File: src/rtl/kwdt_pkg.sv
package kwdt_pkg;
   localparam int unsigned OFS_KEY  = 'h000;
   localparam int unsigned OFS_DIV  = 'h004;
   localparam int unsigned OFS_RLD  = 'h008;
   localparam int unsigned OFS_STAT = 'h00C;
   localparam int unsigned OFS_VER  = 'h3F4;

   localparam logic [15:0] KEY_ARM   = 16'hCCCC;
   localparam logic [15:0] KEY_FEED  = 16'hAAAA;
   localparam logic [15:0] KEY_OPEN  = 16'h5555;

   localparam int unsigned STAT_DIV_PEND = 0;
   localparam int unsigned STAT_RLD_PEND = 1;
   localparam int unsigned STAT_ARMED    = 8;
endpackage

File: src/rtl/kwdt_key_ctrl.sv
module kwdt_key_ctrl #(
   parameter int unsigned DATA_W = 32
) (
   input  logic              clk,
   input  logic              rst_n,
   input  logic              key_wr,
   input  logic [DATA_W-1:0] wdata,
   output logic              armed,
   output logic              unlocked,
   output logic              load_cnt
);
   import kwdt_pkg::*;

   logic is_arm, is_feed, is_open;

   assign is_arm  = (wdata == DATA_W'(KEY_ARM));
   assign is_feed = (wdata == DATA_W'(KEY_FEED));
   assign is_open = (wdata == DATA_W'(KEY_OPEN));

   // Counter loads on the first arming write and on every refresh.
   assign load_cnt = key_wr && (is_feed || (is_arm && !armed));

   always_ff @(posedge clk or negedge rst_n) begin
      if (!rst_n) begin
         armed    <= 1'b0;
         unlocked <= 1'b0;
      end else if (key_wr) begin
         armed    <= armed | is_arm;
         unlocked <= is_open;
      end
   end
endmodule

File: src/rtl/kwdt_sync_reg.sv
module kwdt_sync_reg #(
   parameter int unsigned W          = 12,
   parameter logic [W-1:0] RST_VAL   = '0,
   parameter int unsigned SYNC_TICKS = 2
) (
   input  logic         clk,
   input  logic         rst_n,
   input  logic         wr,
   input  logic [W-1:0] din,
   input  logic         running,
   input  logic         tick,
   output logic [W-1:0] shadow,
   output logic [W-1:0] active,
   output logic         pending
);
   always_ff @(posedge clk or negedge rst_n) begin
      if (!rst_n) shadow <= RST_VAL;
      else if (wr) shadow <= din;
   end

   generate
      if (SYNC_TICKS == 0) begin : g_direct
         assign active  = shadow;
         assign pending = 1'b0;
      end else begin : g_synced
         localparam int unsigned SW = $clog2(SYNC_TICKS + 1);
         logic [SW-1:0] sync_cnt;
         logic [W-1:0]  act_q;
         logic          pend_q;

         always_ff @(posedge clk or negedge rst_n) begin
            if (!rst_n) begin
               act_q    <= RST_VAL;
               pend_q   <= 1'b0;
               sync_cnt <= '0;
            end else if (wr && running) begin
               pend_q   <= 1'b1;
               sync_cnt <= SW'(SYNC_TICKS);
            end else if (wr) begin
               act_q    <= din;
            end else if (pend_q && tick) begin
               if (sync_cnt == SW'(1)) begin
                  pend_q <= 1'b0;
                  act_q  <= shadow;
               end
               sync_cnt <= sync_cnt - 1'b1;
            end
         end
         assign active  = act_q;
         assign pending = pend_q;
      end
   endgenerate
endmodule

File: src/rtl/kwdt_prescale.sv
module kwdt_prescale #(
   parameter int unsigned PR_W      = 3,
   parameter int unsigned MAX_CODE  = 6,
   parameter int unsigned BASE_LOG2 = 2
) (
   input  logic            clk,
   input  logic            rst_n,
   input  logic            run,
   input  logic [PR_W-1:0] code,
   output logic            tick
);
   localparam int unsigned DIV_W = BASE_LOG2 + MAX_CODE;

   generate
      if (MAX_CODE > (2 ** PR_W) - 1) begin : g_bad_code
         $error("kwdt_prescale: MAX_CODE does not fit in PR_W bits");
      end
      if (DIV_W < 1) begin : g_bad_div
         $error("kwdt_prescale: divider width must be positive");
      end
   endgenerate

   logic [PR_W-1:0]  code_eff;
   logic [DIV_W-1:0] limit;
   logic [DIV_W-1:0] div_cnt;

   generate
      if ((2 ** PR_W) - 1 > MAX_CODE) begin : g_clamp
         assign code_eff = (code > PR_W'(MAX_CODE)) ? PR_W'(MAX_CODE) : code;
      end else begin : g_full
         assign code_eff = code;
      end
   endgenerate

   // Divide by 2^(BASE_LOG2+code): terminal count is a run of ones.
   assign limit = {DIV_W{1'b1}} >> (MAX_CODE - int'(code_eff));
   assign tick  = run && (div_cnt >= limit);

   always_ff @(posedge clk or negedge rst_n) begin
      if (!rst_n)      div_cnt <= '0;
      else if (!run)   div_cnt <= '0;
      else if (tick)   div_cnt <= '0;
      else             div_cnt <= div_cnt + 1'b1;
   end
endmodule

File: src/rtl/kwdt_downcnt.sv
module kwdt_downcnt #(
   parameter int unsigned RL_W = 12
) (
   input  logic            clk,
   input  logic            rst_n,
   input  logic            load,
   input  logic            tick,
   input  logic [RL_W-1:0] reload,
   output logic            reset_req
);
   logic [RL_W-1:0] count;

   always_ff @(posedge clk or negedge rst_n) begin
      if (!rst_n) begin
         count     <= '1;
         reset_req <= 1'b0;
      end else begin
         reset_req <= 1'b0;
         if (load) begin
            count <= reload;
         end else if (tick) begin
            if (count == '0) begin
               count     <= reload;
               reset_req <= 1'b1;
            end else begin
               count <= count - 1'b1;
            end
         end
      end
   end
endmodule

File: src/rtl/keyed_watchdog.sv
module keyed_watchdog #(
   parameter int unsigned ADDR_W     = 12,
   parameter int unsigned DATA_W     = 32,
   parameter int unsigned RL_W       = 12,
   parameter int unsigned PR_W       = 3,
   parameter int unsigned MAX_CODE   = 6,
   parameter int unsigned BASE_LOG2  = 2,
   parameter int unsigned SYNC_TICKS = 2,
   parameter logic [31:0] VERSION    = 32'h31
) (
   input  logic              clk,
   input  logic              rst_n,
   input  logic              wr_en,
   input  logic [ADDR_W-1:0] addr,
   input  logic [DATA_W-1:0] wdata,
   output logic [DATA_W-1:0] rdata,
   output logic              reset_req
);
   import kwdt_pkg::*;

   generate
      if (ADDR_W < 10) begin : g_bad_addr
         $error("keyed_watchdog: ADDR_W too small for the version offset");
      end
      if (DATA_W < 16 || DATA_W < RL_W || DATA_W <= STAT_ARMED) begin : g_bad_data
         $error("keyed_watchdog: DATA_W too narrow");
      end
      if (DATA_W < 32) begin : g_bad_ver
         $error("keyed_watchdog: DATA_W must hold the version word");
      end
   endgenerate

   logic sel_key, sel_div, sel_rld, sel_stat, sel_ver;
   logic armed, unlocked, load_cnt, tick;
   logic div_pend, rld_pend;
   logic [PR_W-1:0] div_shadow, div_active;
   logic [RL_W-1:0] rl_shadow, rl_active;

   assign sel_key  = (addr == ADDR_W'(OFS_KEY));
   assign sel_div  = (addr == ADDR_W'(OFS_DIV));
   assign sel_rld  = (addr == ADDR_W'(OFS_RLD));
   assign sel_stat = (addr == ADDR_W'(OFS_STAT));
   assign sel_ver  = (addr == ADDR_W'(OFS_VER));

   kwdt_key_ctrl #(.DATA_W(DATA_W)) u_key (
      .clk      (clk),
      .rst_n    (rst_n),
      .key_wr   (wr_en && sel_key),
      .wdata    (wdata),
      .armed    (armed),
      .unlocked (unlocked),
      .load_cnt (load_cnt)
   );

   kwdt_sync_reg #(.W(PR_W), .RST_VAL('0), .SYNC_TICKS(SYNC_TICKS)) u_div_reg (
      .clk     (clk),
      .rst_n   (rst_n),
      .wr      (wr_en && sel_div && unlocked),
      .din     (wdata[PR_W-1:0]),
      .running (armed),
      .tick    (tick),
      .shadow  (div_shadow),
      .active  (div_active),
      .pending (div_pend)
   );

   kwdt_sync_reg #(.W(RL_W), .RST_VAL('1), .SYNC_TICKS(SYNC_TICKS)) u_rld_reg (
      .clk     (clk),
      .rst_n   (rst_n),
      .wr      (wr_en && sel_rld && unlocked),
      .din     (wdata[RL_W-1:0]),
      .running (armed),
      .tick    (tick),
      .shadow  (rl_shadow),
      .active  (rl_active),
      .pending (rld_pend)
   );

   kwdt_prescale #(.PR_W(PR_W), .MAX_CODE(MAX_CODE), .BASE_LOG2(BASE_LOG2)) u_pre (
      .clk   (clk),
      .rst_n (rst_n),
      .run   (armed),
      .code  (div_active),
      .tick  (tick)
   );

   kwdt_downcnt #(.RL_W(RL_W)) u_cnt (
      .clk       (clk),
      .rst_n     (rst_n),
      .load      (load_cnt),
      .tick      (tick),
      .reload    (rl_active),
      .reset_req (reset_req)
   );

   always_comb begin
      rdata = '0;
      if (sel_div) begin
         rdata[PR_W-1:0] = div_shadow;
      end else if (sel_rld) begin
         rdata[RL_W-1:0] = rl_shadow;
      end else if (sel_stat) begin
         rdata[STAT_DIV_PEND] = div_pend;
         rdata[STAT_RLD_PEND] = rld_pend;
         rdata[STAT_ARMED]    = armed;
      end else if (sel_ver) begin
         rdata = DATA_W'(VERSION);
      end
   end
endmodule

File: config.mk
export PLATFORM = sky130hd
export DESIGN_NAME = keyed_watchdog
export DESIGN_NICKNAME = d
export VERILOG_FILES = /design/src/rtl/kwdt_pkg.sv /design/src/rtl/kwdt_key_ctrl.sv /design/src/rtl/kwdt_sync_reg.sv /design/src/rtl/kwdt_prescale.sv /design/src/rtl/kwdt_downcnt.sv /design/src/rtl/keyed_watchdog.sv
export SDC_FILE = /design/constraint.sdc
export NUM_CORES = 1
export LEC_CHECK = 0
export BUFFER_PORTS_ARGS = -buffer_cell sky130_fd_sc_hd__buf_4
export CORE_UTILIZATION = 49
export DETAILED_ROUTE_END_ITERATION = 16
export PLACE_DENSITY = 0.88
export SETUP_SLACK_MARGIN = 0.5
export SLEW_MARGIN = 5
export SYNTH_ARGS = -nofsm -noshare
export SYNTH_HDL_FRONTEND = slang
export SYNTH_SLANG_ARGS = --single-unit
File: constraint.sdc
create_clock -name clk -period 2.9 [get_ports clk]
set_input_delay 0.58 -clock clk [delete_from_list [all_inputs] [get_ports clk]]
set_output_delay 0.58 -clock clk [all_outputs]
set_load 0.02 [all_outputs]
==> results of run 1 <==
## where the power goes
part | leakage, nW | switching [mW] | internal [mW] | total (mW)
Clock | 0.123 | 0.334 | 0.592 | 0.926
Combinational | 1.30 | 0.0687 | 0.0511 | 0.120
Sequential | 0.685 | 0.00000000000201 | 0.826 | 0.826
Total | 2.11 | 0.403 | 1.47 | 1.87
## timing repair
item / CTS / global route
setup buffers: 9 / 4
endpoints found under the setup margin: 50 / 54
endpoints found under the hold margin: 0 / 0
gates cloned: 1 / 0
gates resized for setup: 46 / 46
pin swaps: 16 / 16
## logic make-up (layout without fill, tap and decap cells)
group,count (synthesis),after routing,synth area share
DFF,59,59,0.440
and+or+nand+nor,120,120,0.192
other,1,20,0.00108
adders and majority gates,13,13,0.0470
xor gates and xnor gates,11,11,0.0279
AOI/OAI and AO/OA,51,52,0.103
muxes,38,38,0.122
buffers and inverters,41,114,0.0680
## cell type report
type | instances | share of cell area
Sequential cell | 59 | 0.316
Multi-Input combinational cell | 254 | 0.451
Inverter | 12 | 0.00936
Clock buffer | 11 | 0.0294
Clock inverter | 5 | 0.0208
Tap cell | 96 | 0.0249
Timing Repair Buffer | 86 | 0.149
## metal layers
layer / up-vias / part of all wire / GRT usage
met3: 33 / 0.059 / 0.0683
li1: 1345 / - / -
met5: - / 0 / 0
met1: 1519 / 0.40 / 0.317
met4: 0 / 0.025 / 0.0803
met2: 138 / 0.52 / 0.451
## sequential cells by signal (all words and copies together) (netlist names), 2 cells and up
name                         count
u_rld_reg.shadow                12
u_div_reg.g_synced.sync_cnt      2
u_pre.div_cnt                    8
u_div_reg.active                 3
u_rld_reg.g_synced.sync_cnt      2
u_rld_reg.active                12
u_div_reg.shadow                 3
u_cnt.count                     12
## worst paths after layout
| kind | end | startpoint | cells past startpoint | slack (ns) |
|---|---|---|---|---|
| hold reg to reg | u_cnt.count[11]$_DFFE_PN1P_ | u_cnt.count[11]$_DFFE_PN1P_ | 2 | 0.48 |
| min in group clk | u_cnt.count[11]$_DFFE_PN1P_ | u_cnt.count[11]$_DFFE_PN1P_ | 2 | 0.48 |
| max in group asynchronous | u_div_reg.pending$_DFFE_PN0P_ | rst_n | 1 | 2.10 |
| setup reg to reg | u_cnt.count[3]$_DFFE_PN1P_ | u_div_reg.active[1]$_DFFE_PN0P_ | 13 | 0.04 |
| hold / removal | u_cnt.reset_req$_DFF_PN0_ | rst_n | 1 | 0.29 |
| setup / recovery | u_cnt.count[3]$_DFFE_PN1P_ | u_div_reg.active[1]$_DFFE_PN0P_ | 13 | 0.04 |
## cells in the mapped netlist (2+ instances only)
master | n | area (um2)
sky130_fd_sc_hd__mux2_1 | 2 | 22.5
sky130_fd_sc_hd__ha_1 | 13 | 163
sky130_fd_sc_hd__inv_1 | 12 | 45.0
sky130_fd_sc_hd__nor4_1 | 6 | 37.5
sky130_fd_sc_hd__a311oi_1 | 2 | 17.5
sky130_fd_sc_hd__or4_1 | 4 | 30.0
sky130_fd_sc_hd__or3_1 | 4 | 25.0
sky130_fd_sc_hd__nand3_1 | 15 | 75.1
sky130_fd_sc_hd__buf_4 | 21 | 158
sky130_fd_sc_hd__and3_1 | 4 | 25.0
sky130_fd_sc_hd__nand2_1 | 24 | 90.1
sky130_fd_sc_hd__a22oi_1 | 2 | 15.0
sky130_fd_sc_hd__nand4_1 | 4 | 25.0
sky130_fd_sc_hd__mux2i_1 | 6 | 60.1
sky130_fd_sc_hd__a31oi_1 | 3 | 18.8
sky130_fd_sc_hd__dfstp_2 | 36 | 946
sky130_fd_sc_hd__nor4bb_1 | 6 | 60.1
sky130_fd_sc_hd__clkbuf_1 | 6 | 22.5
sky130_fd_sc_hd__o31ai_1 | 2 | 15.0
sky130_fd_sc_hd__mux2_2 | 30 | 338
sky130_fd_sc_hd__a2111oi_0 | 2 | 17.5
sky130_fd_sc_hd__nand4bb_1 | 2 | 22.5
sky130_fd_sc_hd__nor2_1 | 27 | 101
sky130_fd_sc_hd__a211o_1 | 2 | 17.5
sky130_fd_sc_hd__o21ai_1 | 2 | 10.0
sky130_fd_sc_hd__and2_1 | 6 | 37.5
sky130_fd_sc_hd__nor3_1 | 6 | 30.0
sky130_fd_sc_hd__a21o_1 | 4 | 30.0
sky130_fd_sc_hd__xnor2_1 | 3 | 26.3
sky130_fd_sc_hd__or2_2 | 2 | 12.5
sky130_fd_sc_hd__xor2_1 | 8 | 70.1
sky130_fd_sc_hd__dfrtp_1 | 23 | 576
sky130_fd_sc_hd__buf_2 | 2 | 10.0
sky130_fd_sc_hd__o21ai_0 | 12 | 60.1
sky130_fd_sc_hd__a21oi_1 | 11 | 55.1
==> impl_metrics.ini, run 1 <==
[outcome]
outcome = completed

[floorplan]
start_util = 0.509
die_area_mm2 = 0.00740
die_w_um = 86.0
fp.dieH_um = 86.0
core_region_area_mm2 = 0.00679
standard_cell_rows = 30
num_io_pins = 80

[cells_and_area]
ff_latch_area_mm2 = 0.00152
layout-area-overhead-vs-synth_pct = 39.2
layout.cell_area.non_filler_mm2 = 0.00481
layout.filler_cells = 424
num-nets-final = 482
num_antenna_cells = 0
post_layout_nonfiller_instances = 523
layout_common_cells = sky130_fd_sc_hd__buf_4, sky130_fd_sc_hd__dfstp_2, sky130_fd_sc_hd__nor2_1
layout_commonest_cell = sky130_fd_sc_hd__buf_4
area_of_the_multi_input_gates_mm2 = 0.00217
final_layout_size_suffix_gt1_frac = 0.543
postLayoutCoreUtil = 0.709

[critical_path]
worst_ep_required_ns = 3.17
worstSetupPathType = flip-flop to flip-flop
timing.critical_path.cells = nand2_1, nand2_2, inv_2, ha_4, xor2_4, nor2_1, ha_1, o21ai_1, a211o_1, a21o_1, or4_4, mux2i_2, o2bb2ai_2
crit_path_max_incr_delay_ns = 0.45
worst_path_buffer_plus_inverter_count = 1
data_arrival_critical_path_ns = 3.13
timing.critical_path.to_type = flip-flop
slowest_stage = sky130_fd_sc_hd__or4_4
crit_fanout = 6
cp-start-kind = flip-flop
critPathTopFamily = compound AO/OA/AOI/OAI gates

[sta]
hold_viol_final = 0
totalNegativeSetupSlack_ns = 0
worst_slew_margin_relative_to_its_limit = 0.506
fin_crit_ns = 2.86
slack_of_the_critical_path_ns = 0.0442
layout_worst_path_cycle_share = 0.985
setup_viol_count_final = 0
finalMaxSlewViolations = 0
tightestPinTransition_ns = 0.741
maxClockFrequency_mhz = 350
rsz0062_at_grt = yes
timing.hold.ws_ns = 0.288
finalClockSkew_ns = 0.0107

[route]
vias = 3035
post_drt_via_cell_ratio = 5.80
ant_nets = 0
postRouteWirelength_mm = 9.84
remaining_drc_errors = 0
drtIter0Drc = 263
drt_pass1_iterations = 4
routed_wire_length_per_instance_um = 18.8

[clock_network]
clk_pin_slew_worst_paths_ns = 0.07
clkLatencyLatePin_ns = 0.34
numCtsBuffers = 9
root_buffer = sky130_fd_sc_hd__clkbuf_8
tritoncts = built
post_cts_hold_buffer_count = 0
cts.path.max_buffers = 2
clkSinkCount = 59
ctsHtreeMaxLevel = 3

[logic_synthesis]
postSynthCellCount = 334
synth_area_mm2 = 0.00346
ys_seq_elements = 59
netlist-cell-type-count = 55
synthArstFlopShare = 1.00
yosys_warnings = 0
synth.avg_cell_area_um2 = 10.4
most_common_flop_cell_mapped_by_yosys = sky130_fd_sc_hd__dfstp_2
synth_seq_area_share = 0.440
synth-edff-count = 0

[global_route]
grt_start_max_net_pins = 60
grt_use_total = 0.260
grt_overflow = 0
grt_pass1_wl_mm = 14.7
grt_antenna_before_repair = 0
first_global_vias = 3029

[pwr]
leakagePower_nw = 2.11
power-per-cell-area_mw_per_mm2 = 389
vdd.ir_drop.worst_uv = 296
design_power_total_mw = 1.87

[job]
maxCapViolCount = 0

[hold_path]
class_of_the_worst_hold_path = primary input to async pin

[placement]
io_buffer_count = 59
placed_cells_incl_taps = 493
place_area_mm2 = 0.00410
gp_routability_congestion = 0.864
place_hpwl_mm = 5.90
dp_worst_setup_slack_ns = -0.173
(Power assumes the default switching activity.)
==> run 2, diff against run 1 <==
- SETUP_SLACK_MARGIN: 0.5 -> default
==> run 2 against run 1 <==
Against the previous run: the run now ends with setup timing left; clock power down 6.9%; utilization shrank 3.0 points; cell count decreased by 1.3%; die area is the same; hold slack gained 0.016 ns; via count down 2.3%; first-iteration DRC count fell by 38%; power is 3.9% lower; wire length fell by 5.9%; clock-buffer cell count grew 1; flip-flop and latch count unchanged; worst setup slack got worse by 0.17 ns; critical endpoint is now u_div_reg.active[0]$_DFFE_PN0P_; highest routed layer unchanged.
==> impl_metrics.ini, run 2 (synthesized netlist as in run 1, its figures left out) <==
[floorplan]
die_w_um = 86.0
fp.dieH_um = 86.0
core_region_area_mm2 = 0.00679
standard_cell_rows = 30
num_io_pins = 80
start_util = 0.509
die_area_mm2 = 0.00740

[critical_path]
crit_path_max_incr_delay_ns = 0.39
cp-start-kind = flip-flop
worstSetupPathType = flip-flop to flip-flop
data_arrival_critical_path_ns = 3.25
timing.critical_path.cells = nand2_1, nand2_2, inv_2, ha_4, xor2_4, buf_6, o21ai_4, ha_4, nand3_2, a211o_4, a21oi_4, buf_6, nand3_4, mux2i_4, mux2_4
worst_path_buffer_plus_inverter_count = 3
slowest_stage = sky130_fd_sc_hd__dfrtp_1
crit_path_start = u_div_reg.active[2]$_DFFE_PN0P_
worst_ep_required_ns = 3.13
critPathTopFamily = multiplexers
timing.critical_path.to_type = flip-flop
r2r_start = u_div_reg.active[2]$_DFFE_PN0P_
crit_fanout = 6

[route]
drtIter0Drc = 163
vias = 2966
remaining_drc_errors = 0
drt_pass1_iterations = 5
ant_nets = 0
routed_wire_length_per_instance_um = 17.9
post_drt_via_cell_ratio = 5.75
postRouteWirelength_mm = 9.26

[job]
maxCapViolCount = 0

[cells_and_area]
final_layout_size_suffix_gt1_frac = 0.483
layout_common_cells = sky130_fd_sc_hd__buf_4, sky130_fd_sc_hd__dfstp_2, sky130_fd_sc_hd__nor2_1
num-nets-final = 475
layout-area-overhead-vs-synth_pct = 33.4
layout_commonest_cell = sky130_fd_sc_hd__buf_4
area_of_the_multi_input_gates_mm2 = 0.00206
num_antenna_cells = 0
layout.filler_cells = 464
ff_latch_area_mm2 = 0.00152

[outcome]
outcome = finished with violations
violations = setup timing

[global_route]
grt_antenna_before_repair = 0
grt_pass1_wl_mm = 15.0
first_global_vias = 3020
grt_start_max_net_pins = 60
grt_use_total = 0.267
grt_overflow = 0

[sta]
setup_viol_count_final = 19
tightestPinTransition_ns = 0.735
layout_worst_path_cycle_share = 1.04
rsz0062_at_grt = yes
finalMaxSlewViolations = 0
timing.hold.ws_ns = 0.304
slack_of_the_critical_path_ns = -0.121
finalClockSkew_ns = 0.00643
hold_viol_final = 0
fin_crit_ns = 3.02
worst_slew_margin_relative_to_its_limit = 0.510
totalNegativeSetupSlack_ns = -0.896
maxClockFrequency_mhz = 331

[clock_network]
root_buffer = sky130_fd_sc_hd__clkbuf_8
clkSinkCount = 59
clkLatencyLatePin_ns = 0.35
post_cts_hold_buffer_count = 0
numCtsBuffers = 9
cts.path.max_buffers = 2
clk_pin_slew_worst_paths_ns = 0.07
tritoncts = built
ctsHtreeMaxLevel = 3

[pwr]
vdd.ir_drop.worst_uv = 368
power-per-cell-area_mw_per_mm2 = 390
leakagePower_nw = 2.02

[placement]
place_hpwl_mm = 5.98
io_buffer_count = 59
dp_worst_setup_slack_ns = -0.180
gp_routability_congestion = 0.884

[hold_path]
class_of_the_worst_hold_path = primary input to async pin
-- run 2: changes by cell type in the layout (fill, tap and decap cells not counted), sizes merged --
cell / delta
o21ai: -1
buf: -6
clkinvlp: +1
clkbuf: +1
clkinv: -1
bufinv: -1
-- run 2: worst register-to-register path, delay by kind of cell, from the launching register on --
| kind | cells | cell delay [ns] |
|---|---|---|
| compound gates | 3 | 0.54 |
| xor+xnor | 1 | 0.28 |
| fa+ha+maj | 2 | 0.44 |
| buf+inv | 3 | 0.37 |
| flops | 1 | 0.39 |
| mux | 2 | 0.59 |
| simple gates | 4 | 0.31 |
-- run 2: what timing repair did --
item | 4_1_cts | 5_1_grt
resized for setup | 47 | 19
pin swaps | 13 | 12
gates cloned | 1 | 0
setup endpoints to repair | 21 | 27
setup buffers | 11 | 1
-- run 2: final timing paths --
check                                                             end  slack, ns  depth (start not counted)
max reg2reg                           u_div_reg.active[0]$_DFFE_PN0P_      -0.12                         15
max                                   u_div_reg.active[0]$_DFFE_PN0P_      -0.12                         15
min in group clk                      u_rld_reg.shadow[9]$_DFFE_PN1P_       0.51                          2
max in group asynchronous  u_div_reg.g_synced.sync_cnt[0]$_DFFE_PN0P_       2.12                          1
min reg2reg                                u_cnt.count[3]$_DFFE_PN1P_       0.51                          1
min                                        u_pre.div_cnt[4]$_DFF_PN0_       0.30                          1
-- run 2: layer usage --
layer,global-route usage,vias up,part of all wire,routed length (um)
met1,0.314,1464,0.39,3620
met4,0.123,0,0.030,277
li1,-,1327,-,-
met5,0,-,0,0
met3,0.0510,28,0.058,539
met2,0.471,147,0.52,4820
-- run 2: layout make-up --
| class | count | area share |
|---|---|---|
| Clock buffer | 12 | 0.0336 |
| Clock inverter | 4 | 0.0157 |
| Sequential cell | 59 | 0.330 |
| Inverter | 12 | 0.00977 |
| Multi-Input combinational cell | 253 | 0.447 |
| Tap cell | 96 | 0.0260 |
| Timing Repair Buffer | 80 | 0.138 |
-- run 2: power breakdown --
group / switching (mW) / internal (mW) / total [mW]
clock network: 0.332 / 0.529 / 0.862
logic: 0.0625 / 0.0486 / 0.111
registers: 0.00000000000175 / 0.826 / 0.826
total: 0.395 / 1.40 / 1.80
-- run 2: per-stage QoR --
stage	utilization	std cells	instance area, um2	total power, mW
after detailed placement	0.594	491	4040	0.948
after global placement	0.594	491	4040	0.946
after CTS	0.672	518	4560	1.81
after global routing	0.679	516	4610	1.86
after floorplan	-	353	3550	0.895
final	0.679	516	4610	1.80
==> run 3, diff against run 2 <==
- CORE_UTILIZATION: 49 -> 58
- PLACE_DENSITY: 0.88 -> 0.95
- clock period: 2.9 -> 3.8 ns (I/O delays scaled with it)
==> run 3 against run 2 <==
Against the previous run: the run now ends clean; sequential power decreased by 24%; critical path depth is 1 lower; utilization up 5.3 points; wire length is 9.5% lower; clock-buffer cell count shrank 1; fmax is 13% lower; cell area fell by 10%; global-route usage increased by 2.2 points; die area down 15%; critical path type unchanged.
==> impl_metrics.ini, run 3 (synthesized netlist as in run 1, its figures left out) <==
[route]
post_drt_via_cell_ratio = 6.08
vias = 2886
remaining_drc_errors = 0
postRouteWirelength_mm = 8.38
ant_nets = 0
drtIter0Drc = 231
routed_wire_length_per_instance_um = 17.6
drt_pass1_iterations = 6

[clock_network]
ctsHtreeMaxLevel = 3
cts_post_setup_buffers_inserted = 0
post_cts_hold_buffer_count = 0
tritoncts = built
cts.path.max_buffers = 2
numCtsBuffers = 9
clk_pin_slew_worst_paths_ns = 0.07
clkLatencyLatePin_ns = 0.35
root_buffer = sky130_fd_sc_hd__clkbuf_8
cts_resized = 0
clkSinkCount = 59

[cells_and_area]
num_antenna_cells = 0
layout_common_cells = sky130_fd_sc_hd__buf_4, sky130_fd_sc_hd__dfstp_2, sky130_fd_sc_hd__mux2_2
layout_commonest_cell = sky130_fd_sc_hd__buf_4
postLayoutCoreUtil = 0.732
layout-area-overhead-vs-synth_pct = 19.4
layout.filler_cells = 386
num-nets-final = 458
final_layout_size_suffix_gt1_frac = 0.382

[sta]
finalMaxSlewViolations = 0
totalNegativeSetupSlack_ns = 0
rsz0062_at_grt = no
hold_viol_final = 0
setup_viol_count_final = 0
worst_slew_margin_relative_to_its_limit = 0.472
layout_worst_path_cycle_share = 0.910
finalClockSkew_ns = 0.0103
fin_crit_ns = 3.46
tightestPinTransition_ns = 0.792
maxClockFrequency_mhz = 289

[critical_path]
cp-start-kind = flip-flop
data_arrival_critical_path_ns = 3.73
timing.critical_path.cells = nand2_1, nand2_1, inv_1, ha_1, xor2_1, o21ai_0, ha_1, nand3_1, a211o_1, a21oi_1, nand4_1, o21ai_1, buf_4, mux2_2
timing.critical_path.to_type = flip-flop
worstSetupPathType = flip-flop to flip-flop
slowest_stage = sky130_fd_sc_hd__a21oi_1
crit_fanout = 12
crit_path_max_incr_delay_ns = 0.48
worst_ep_required_ns = 4.07

[floorplan]
core_region_area_mm2 = 0.00564
standard_cell_rows = 27
start_util = 0.613
fp.dieH_um = 79.2
num_io_pins = 80
die_area_mm2 = 0.00628
die_w_um = 79.2

[global_route]
grt_use_total = 0.289
grt_start_max_net_pins = 60
grt_pass1_wl_mm = 13.5
first_global_vias = 2897
grt_overflow = 0
grt_antenna_before_repair = 0

[pwr]
leakagePower_nw = 1.87
power-per-cell-area_mw_per_mm2 = 332
design_power_total_mw = 1.37
vdd.ir_drop.worst_uv = 321

[placement]
gp_routability_congestion = 0.877
io_buffer_count = 59
place_hpwl_mm = 6.22

[hold_path]
class_of_the_worst_hold_path = primary input to async pin

[job]
maxCapViolCount = 0

[outcome]
outcome = completed
## run 3: final timing paths
check | start | end | slack [ns] | cells past startpoint
worst max-delay path | u_div_reg.active[1]$_DFFE_PN0P_ | u_rld_reg.active[6]$_DFFE_PN1P_ | 0.34 | 14
worst min-delay path | rst_n | u_key.armed$_DFFE_PN0P_ | 0.48 | 1
worst max register to register | u_div_reg.active[1]$_DFFE_PN0P_ | u_rld_reg.active[6]$_DFFE_PN1P_ | 0.34 | 14
worst min register to register | u_cnt.count[11]$_DFFE_PN1P_ | u_cnt.count[11]$_DFFE_PN1P_ | 0.50 | 2
max in group asynchronous | rst_n | u_pre.div_cnt[3]$_DFF_PN0_ | 2.85 | 1
min in group clk | u_cnt.count[11]$_DFFE_PN1P_ | u_cnt.count[11]$_DFFE_PN1P_ | 0.50 | 2
## run 3: per-stage QoR
step                      hold WS [ns]  worst slack (ns)  instance area, um2  std cells
after floorplan                  0.450             0.723                3530        353
after global placement           0.463             0.633                3900        459
after detailed placement         0.465             0.450                3900        459
after CTS                        0.497             0.372                4130        475
after global routing             0.520            0.0827                4130        475
final                            0.481             0.344                4130        475
## run 3: final cells by class
type / instances / area (um2) / area share
repair buffers: 63 / 473 / 0.115
clock inverters: 5 / 75.1 / 0.0182
inverters: 12 / 45.0 / 0.0109
flip-flops and latches: 59 / 1520 / 0.368
multi-input cells: 253 / 1770 / 0.429
clock buffers: 11 / 151 / 0.0367
well taps: 72 / 90.1 / 0.0218
## run 3: power by group
group,switching (mW),internal (mW)
clock network,0.252,0.401
registers,0.00000000000135,0.630
logic,0.0488,0.0371
## run 3: worst max-delay path: cells and delay by family (launching register included)
| family | cells | cell delay [ns] |
|---|---|---|
| muxes | 1 | 0.36 |
| adders and majority gates | 2 | 0.52 |
| xor gates and xnor gates | 1 | 0.35 |
| DFF | 1 | 0.41 |
| AOI/OAI and AO/OA | 4 | 1.05 |
| and+or+nand+nor | 4 | 0.42 |
| buffers and inverters | 2 | 0.29 |
## run 3: routing by layer
metal	global-route usage	vias up	part of all wire	routed length (um)
met5	0	-	0	0
met4	0.149	0	0.022	187
met3	0.0437	20	0.060	505
met2	0.510	147	0.52	4350
met1	0.338	1422	0.40	3340
li1	-	1297	-	-
